`src/rtl/plat_regs_pkg.sv`:
```
package plat_regs_pkg;
  localparam int DATA_W   = 32;
  localparam int MHZ_W    = 8;
  localparam int GB_W     = 4;
  localparam int RST_BIT  = 4;

  localparam logic [DATA_W-1:0] RST_MASK    = DATA_W'(1) << RST_BIT;
  localparam logic [DATA_W-1:0] MEMSTAT_VAL = 32'h0000_0005;
  localparam logic [DATA_W-1:0] BUILD_VAL   = 32'h0000_000E;

  localparam int IDX_RSTCTL  = 4;
  localparam int IDX_MEMSTAT = 5;
  localparam int IDX_CLKDIV  = 12;
  localparam int IDX_BUILD   = 13;
  localparam int IDX_MEMCFG  = 14;

  typedef enum logic [1:0] {
    SZ_BYTE  = 2'd0,
    SZ_HALF  = 2'd1,
    SZ_WORD  = 2'd2,
    SZ_DWORD = 2'd3
  } accSize_e;

  typedef enum logic [2:0] {
    SEL_ZERO,
    SEL_MEMSTAT,
    SEL_CLKDIV,
    SEL_BUILD,
    SEL_MEMCFG
  } regSel_e;

  typedef struct packed {
    logic    rdLoad;
    logic    rstFire;
    regSel_e sel;
  } ctlStrobe_t;
endpackage

```
`src/rtl/plat_regs_ctrl.sv`:
```
module plat_regs_ctrl
  import plat_regs_pkg::*;
#(
  parameter int IDX_W = 10
) (
  input  logic              clk,
  input  logic              rstN,
  input  logic              reqValid,
  input  logic              reqWrite,
  input  logic [IDX_W-1:0]  reqAddr,
  input  logic [1:0]        reqSize,
  input  logic [DATA_W-1:0] reqWdata,
  output logic              reqReady,
  output logic              rspValid,
  output ctlStrobe_t        strobe
);
  logic    readyQ;
  logic    accept;
  logic    sizeOk;
  logic    rstHit;
  regSel_e decodeSel;

  assign accept   = reqValid && readyQ;
  assign sizeOk   = (accSize_e'(reqSize) == SZ_WORD);
  assign rstHit   = (reqWdata & RST_MASK) != '0;
  assign reqReady = readyQ;

  always_comb begin
    decodeSel = SEL_ZERO;
    if (sizeOk) begin
      case (reqAddr)
        IDX_W'(IDX_MEMSTAT): decodeSel = SEL_MEMSTAT;
        IDX_W'(IDX_CLKDIV):  decodeSel = SEL_CLKDIV;
        IDX_W'(IDX_BUILD):   decodeSel = SEL_BUILD;
        IDX_W'(IDX_MEMCFG):  decodeSel = SEL_MEMCFG;
        default:             decodeSel = SEL_ZERO;
      endcase
    end
  end

  always_comb begin
    strobe.rdLoad  = accept && !reqWrite;
    strobe.rstFire = accept && reqWrite && sizeOk &&
                     (reqAddr == IDX_W'(IDX_RSTCTL)) && rstHit;
    strobe.sel     = decodeSel;
  end

  always_ff @(posedge clk or negedge rstN) begin
    if (!rstN) begin
      readyQ   <= 1'b0;
      rspValid <= 1'b0;
    end else begin
      readyQ   <= 1'b1;
      rspValid <= accept;
    end
  end

  p_rsp_follows_accept_r1: assert property (@(posedge clk) disable iff (!rstN)
    rspValid |-> $past(reqValid && reqReady));
  p_no_fire_without_word_r8: assert property (@(posedge clk) disable iff (!rstN)
    strobe.rstFire |-> (reqSize == 2'd2));
endmodule

```
`src/rtl/plat_regs_dp.sv`:
```
module plat_regs_dp
  import plat_regs_pkg::*;
(
  input  logic              clk,
  input  logic              rstN,
  input  ctlStrobe_t        strobe,
  input  logic [MHZ_W-1:0]  timerMhz,
  input  logic [GB_W-1:0]   memGb,
  output logic [DATA_W-1:0] rspRdata,
  output logic              sysResetReq
);
  logic [DATA_W-1:0] clkDivWord;
  logic [DATA_W-1:0] memCfgWord;
  logic [DATA_W-1:0] rdValue;

  assign clkDivWord = {8'd1, 8'd1, timerMhz, 8'd1};
  assign memCfgWord = {16'h0000, 12'hFFF, memGb};

  always_comb begin
    case (strobe.sel)
      SEL_MEMSTAT: rdValue = MEMSTAT_VAL;
      SEL_CLKDIV:  rdValue = clkDivWord;
      SEL_BUILD:   rdValue = BUILD_VAL;
      SEL_MEMCFG:  rdValue = memCfgWord;
      default:     rdValue = '0;
    endcase
  end

  always_ff @(posedge clk or negedge rstN) begin
    if (!rstN) begin
      rspRdata    <= '0;
      sysResetReq <= 1'b0;
    end else begin
      sysResetReq <= strobe.rstFire;
      if (strobe.rdLoad) rspRdata <= rdValue;
    end
  end

  p_hold_without_read_r11: assert property (@(posedge clk) disable iff (!rstN)
    !strobe.rdLoad |=> $stable(rspRdata));
endmodule

```
`src/rtl/plat_regs.sv`:
```
module plat_regs
  import plat_regs_pkg::*;
#(
  parameter int ADDR_W = 12,
  localparam int IDX_W = ADDR_W - 2
) (
  input  logic              clk,
  input  logic              rstN,
  input  logic              reqValid,
  output logic              reqReady,
  input  logic              reqWrite,
  input  logic [IDX_W-1:0]  reqAddr,
  input  logic [1:0]        reqSize,
  input  logic [31:0]       reqWdata,
  input  logic [7:0]        timerMhz,
  input  logic [3:0]        memGb,
  output logic              rspValid,
  output logic [31:0]       rspRdata,
  output logic              sysResetReq
);
  ctlStrobe_t strobe;

  plat_regs_ctrl #(.IDX_W(IDX_W)) u_ctrl (
    .clk(clk), .rstN(rstN), .reqValid(reqValid), .reqWrite(reqWrite),
    .reqAddr(reqAddr), .reqSize(reqSize), .reqWdata(reqWdata),
    .reqReady(reqReady), .rspValid(rspValid), .strobe(strobe)
  );

  plat_regs_dp u_dp (
    .clk(clk), .rstN(rstN), .strobe(strobe), .timerMhz(timerMhz),
    .memGb(memGb), .rspRdata(rspRdata), .sysResetReq(sysResetReq)
  );

  p_pulse_cause_r9: assert property (@(posedge clk) disable iff (!rstN)
    sysResetReq |-> $past(reqValid && reqReady && reqWrite && reqSize == 2'd2 &&
                          reqAddr == IDX_W'(IDX_RSTCTL) && reqWdata[RST_BIT]));
  p_pulse_gives_rsp_r9: assert property (@(posedge clk) disable iff (!rstN)
    sysResetReq |-> rspValid);
  p_bad_size_read_zero_r8: assert property (@(posedge clk) disable iff (!rstN)
    (reqValid && reqReady && !reqWrite && reqSize != 2'd2) |=> (rspRdata == '0));
  p_memstat_code_r3: assert property (@(posedge clk) disable iff (!rstN)
    (reqValid && reqReady && !reqWrite && reqSize == 2'd2 &&
     reqAddr == IDX_W'(IDX_MEMSTAT)) |=> (rspRdata == 32'h5));
  p_write_keeps_data_r11: assert property (@(posedge clk) disable iff (!rstN)
    (reqValid && reqReady && reqWrite) |=> $stable(rspRdata));
endmodule

```
`config.mk`:
```
export PLATFORM = sky130hd
export DESIGN_NAME = plat_regs
export DESIGN_NICKNAME = d
export VERILOG_FILES = /design/src/rtl/plat_regs_pkg.sv /design/src/rtl/plat_regs_ctrl.sv /design/src/rtl/plat_regs_dp.sv /design/src/rtl/plat_regs.sv
export SDC_FILE = /design/constraint.sdc
export NUM_CORES = 1
export LEC_CHECK = 0
export BUFFER_PORTS_ARGS = -buffer_cell sky130_fd_sc_hd__buf_2
export CAP_MARGIN = 20
export CELL_PAD_IN_SITES_DETAIL_PLACEMENT = 2
export CELL_PAD_IN_SITES_GLOBAL_PLACEMENT = 2
export CORE_AREA = 2 2 73 75
export DETAILED_ROUTE_END_ITERATION = 6
export DIE_AREA = 0 0 75 77
export PLACE_DENSITY_LB_ADDON = 0.05
export SETUP_SLACK_MARGIN = 0.15
export SYNTH_ARGS = -nofsm -noshare
export SYNTH_HDL_FRONTEND = slang
export SYNTH_SLANG_ARGS = --single-unit
```
`constraint.sdc`:
```
create_clock -name clk -period 3.9 [get_ports clk]
set_input_delay 0.78 -clock clk [delete_from_list [all_inputs] [get_ports clk]]
set_output_delay 0.78 -clock clk [all_outputs]
set_load 0.03 [all_outputs]
```
==> out/metrics.yaml <==
floorplan:
  core_area_um2: 4980
  die_w_um: 75
  die_area_um2: 5780
  num_rows: 26
  start_util_pct: 19.4
  pin_count: 95
  die_y_um: 77
power_and_ir_drop:
  seqPwrFrac_pct: 48.7
  peakVddDrop_mv: 0.164
  p_leak_nw: 0.748
  clockPowerShare_pct: 36.9
  pwr_density_cell_nw_per_um2: 295
  power_mw: 0.365
  p_sw_share_pct: 27.6
  internal-power_mw: 0.265
  comb_power_share_pct: 14.3
  p_sw_mw: 0.101
clock_tree:
  postCtsSetupBuffers: 0
  cts_tree: "yes"
  ctsHoldBuffers: 0
  cts_resized: 0
  cts_buffers: 3
  path_clk_slew_ns: 0.07
  cts_root_buf: "clkbuf_8"
  cts_buffer_depth: 2
  htreeDepth: 1
  clock-sinks: 17
  insertion_delay_ns: 0.25
routing:
  route.detailed.drc: 0
  ant_nets: 0
  first_pass_iters: 3
  drt-total-wl_mm: 2.67
  wl_per_cell_um: 13.4
  num_vias: 765
  dr.first_iter.drc_count: 16
  drt-vias-per-instance: 3.84
worst_setup_path:
  critPathLaunch: "reqAddr[6]"
  cp_num_buf_inv: 1
  crit_slowest_cell: "nor3b_4"
  critPathMaxFanout: 13
  cp_top_family: "simple AND/OR/NAND/NOR gates"
  endpoint_kind: "flop"
  r2r_cells: 4
  critPathMaxStageDelay_ns: 0.62
  critPathKind: "input pin to flop"
  reg2reg_slack_ns: 2.14
  required_ns: 4.09
  startpoint_type: "input pin"
  r2r-end: "u_dp.rspRdata[1]"
  worstPathArrival_ns: 2.35
  critical_path_depth: 5
  crit_chain: "buf_2 > nor4b_4 > nand4_4 > nor3b_4 > a221o_2"
  regToRegStartpoint: "u_ctrl.reqReady"
global_routing:
  grt_pass1_vias: 801
  grt_pass1_wl_mm: 4.17
  overflow: 0
  grt_max_degree: 18
  antenna_found_initial: 0
  grt_util_all_layers_pct: 9.45
placed_design:
  pre_cts_ws_ns: 1.45
  io_buffers: 49
  place_area_um2: 1190
  dpl.hpwl_mm: 2.07
  routabilityCongestion: 0.669
  placed_cells: 195
sta:
  skew_ns: 0.000900
  slew_violations: 0
  fin_tns_setup_ns: 0
  rsz0062_at_grt: "no"
  worst_pin_slew_ns: 0.660
  relSlewSlack_pct: 56.0
  period_share_pct: 55.3
  fmax_ghz: 0.464
  hold_viol_final: 0
  final-setup-viol-count: 0
  period_needed_ns: 2.16
  hold_slack_ns: 0.453
  fin_ws_ns: 1.74
synthesis:
  synth.top_cell.area_share_pct: 44.2
  synth-seq-cells: 17
  netlist_instances: 83
  synth_edf_count: 0
  synth_top_area_cell: "dfrtp_1"
  synthFlopType: "dfrtp_1"
  synth_area_per_cell_um2: 11.6
  synth_area_um2: 963
  ys_warn_count: 0
  ys_seq_area_share_pct: 44.2
  synthTopCellsByArea: "dfrtp_1 (44%), buf_4 (14%), a211o_2 (7.3%), and2_1 (5.8%), nor4b_4 (2.5%)"
  yosysUniqueCellTypes: 28
  synth_async_sr_flop_share_pct: 100
finish:
  post-route-cell-area_um2: 1240
  diodes: 0
  layout_commonest_cell: "buf_2"
  finalNetCount: 190
  fin_cells: 199
  layout_common_cells: "buf_2 (49), dfrtp_1 (17), conb_1 (15), and2_1 (9), a211o_2 (7)"
  area_growth_syn_to_layout_pct: 28.7
  fin_util_pct: 24.9
  layout-drive-gt1-share_pct: 51.9
status:
  status: "finished, final reports clean"
job:
  drv_cap: 0
worst_hold_path:
  hold_class: "input pin to async pin"
==> how the worst max path moves through the flow <==
stage | to | slack [ns]
after floorplan | u_dp.rspRdata[2] | 2.01
after global placement | u_dp.rspRdata[3] | 1.48
after detailed placement | u_dp.rspRdata[1] | 1.45
after CTS | u_dp.rspRdata[1] | 1.71
after global routing | u_dp.rspRdata[1] | 1.63
final | u_dp.rspRdata[1] | 1.74
==> logic make-up (layout without fill, tap and decap cells) <==
group / Yosys count / count (layout) / share of synthesized area, %
AO/OA/AOI/OAI: 16 / 16 / 15.5
XOR/XNOR: 1 / 1 / 0.909
buffers and inverters: 21 / 54 / 16.0
flip-flops: 17 / 17 / 44.2
other: 2 / 15 / 0.780
AND/OR/NAND/NOR: 26 / 26 / 22.7
==> power by group through the flow <==
| stage | combinational (mW) | clock (mW) | sequential (mW) |
|---|---|---|---|
| 2_1_floorplan | 0.0364 | 0 | 0.184 |
| 3_3_place_gp | 0.0522 | 0 | 0.181 |
| 3_5_place_dp | 0.0527 | 0 | 0.181 |
| 4_1_cts | 0.0530 | 0.145 | 0.178 |
| 5_1_grt | 0.0567 | 0.154 | 0.178 |
| 6_report | 0.0523 | 0.135 | 0.178 |
==> flip-flops by register name, indices dropped and copies added, names as in the netlist <==
signal	cells
u_ctrl.rspValid	1
u_dp.sysResetReq	1
u_ctrl.reqReady	1
u_dp.rspRdata	14
==> synthesized netlist by cell type (2+ instances only) <==
cell	number
nand2_1	3
and2_1	9
conb_1	2
nor3_1	2
buf_4	18
a211o_2	7
a221o_2	2
a21o_1	3
dfrtp_1	17
nand3_1	2
==> metal layers <==
layer / share of wire [%] / up-vias / global-route usage, %
met5: 0 / - / 0
met4: 0.52 / 0 / 1.61
met3: 8.5 / 4 / 3.42
met2: 52 / 32 / 16.1
met1: 39 / 375 / 11.3
li1: - / 354 / -
==> area by class of cell <==
| type | count | area [um2] |
|---|---|---|
| timing repair buffer | 49 | 245 |
| fill | 578 | 3740 |
| multi-input combinational | 58 | 433 |
| sequential | 17 | 425 |
| inverter | 1 | 3.75 |
| clock buffer | 4 | 45.0 |
| tap | 70 | 87.6 |
Note: power is estimated with default switching activity, not from simulation.
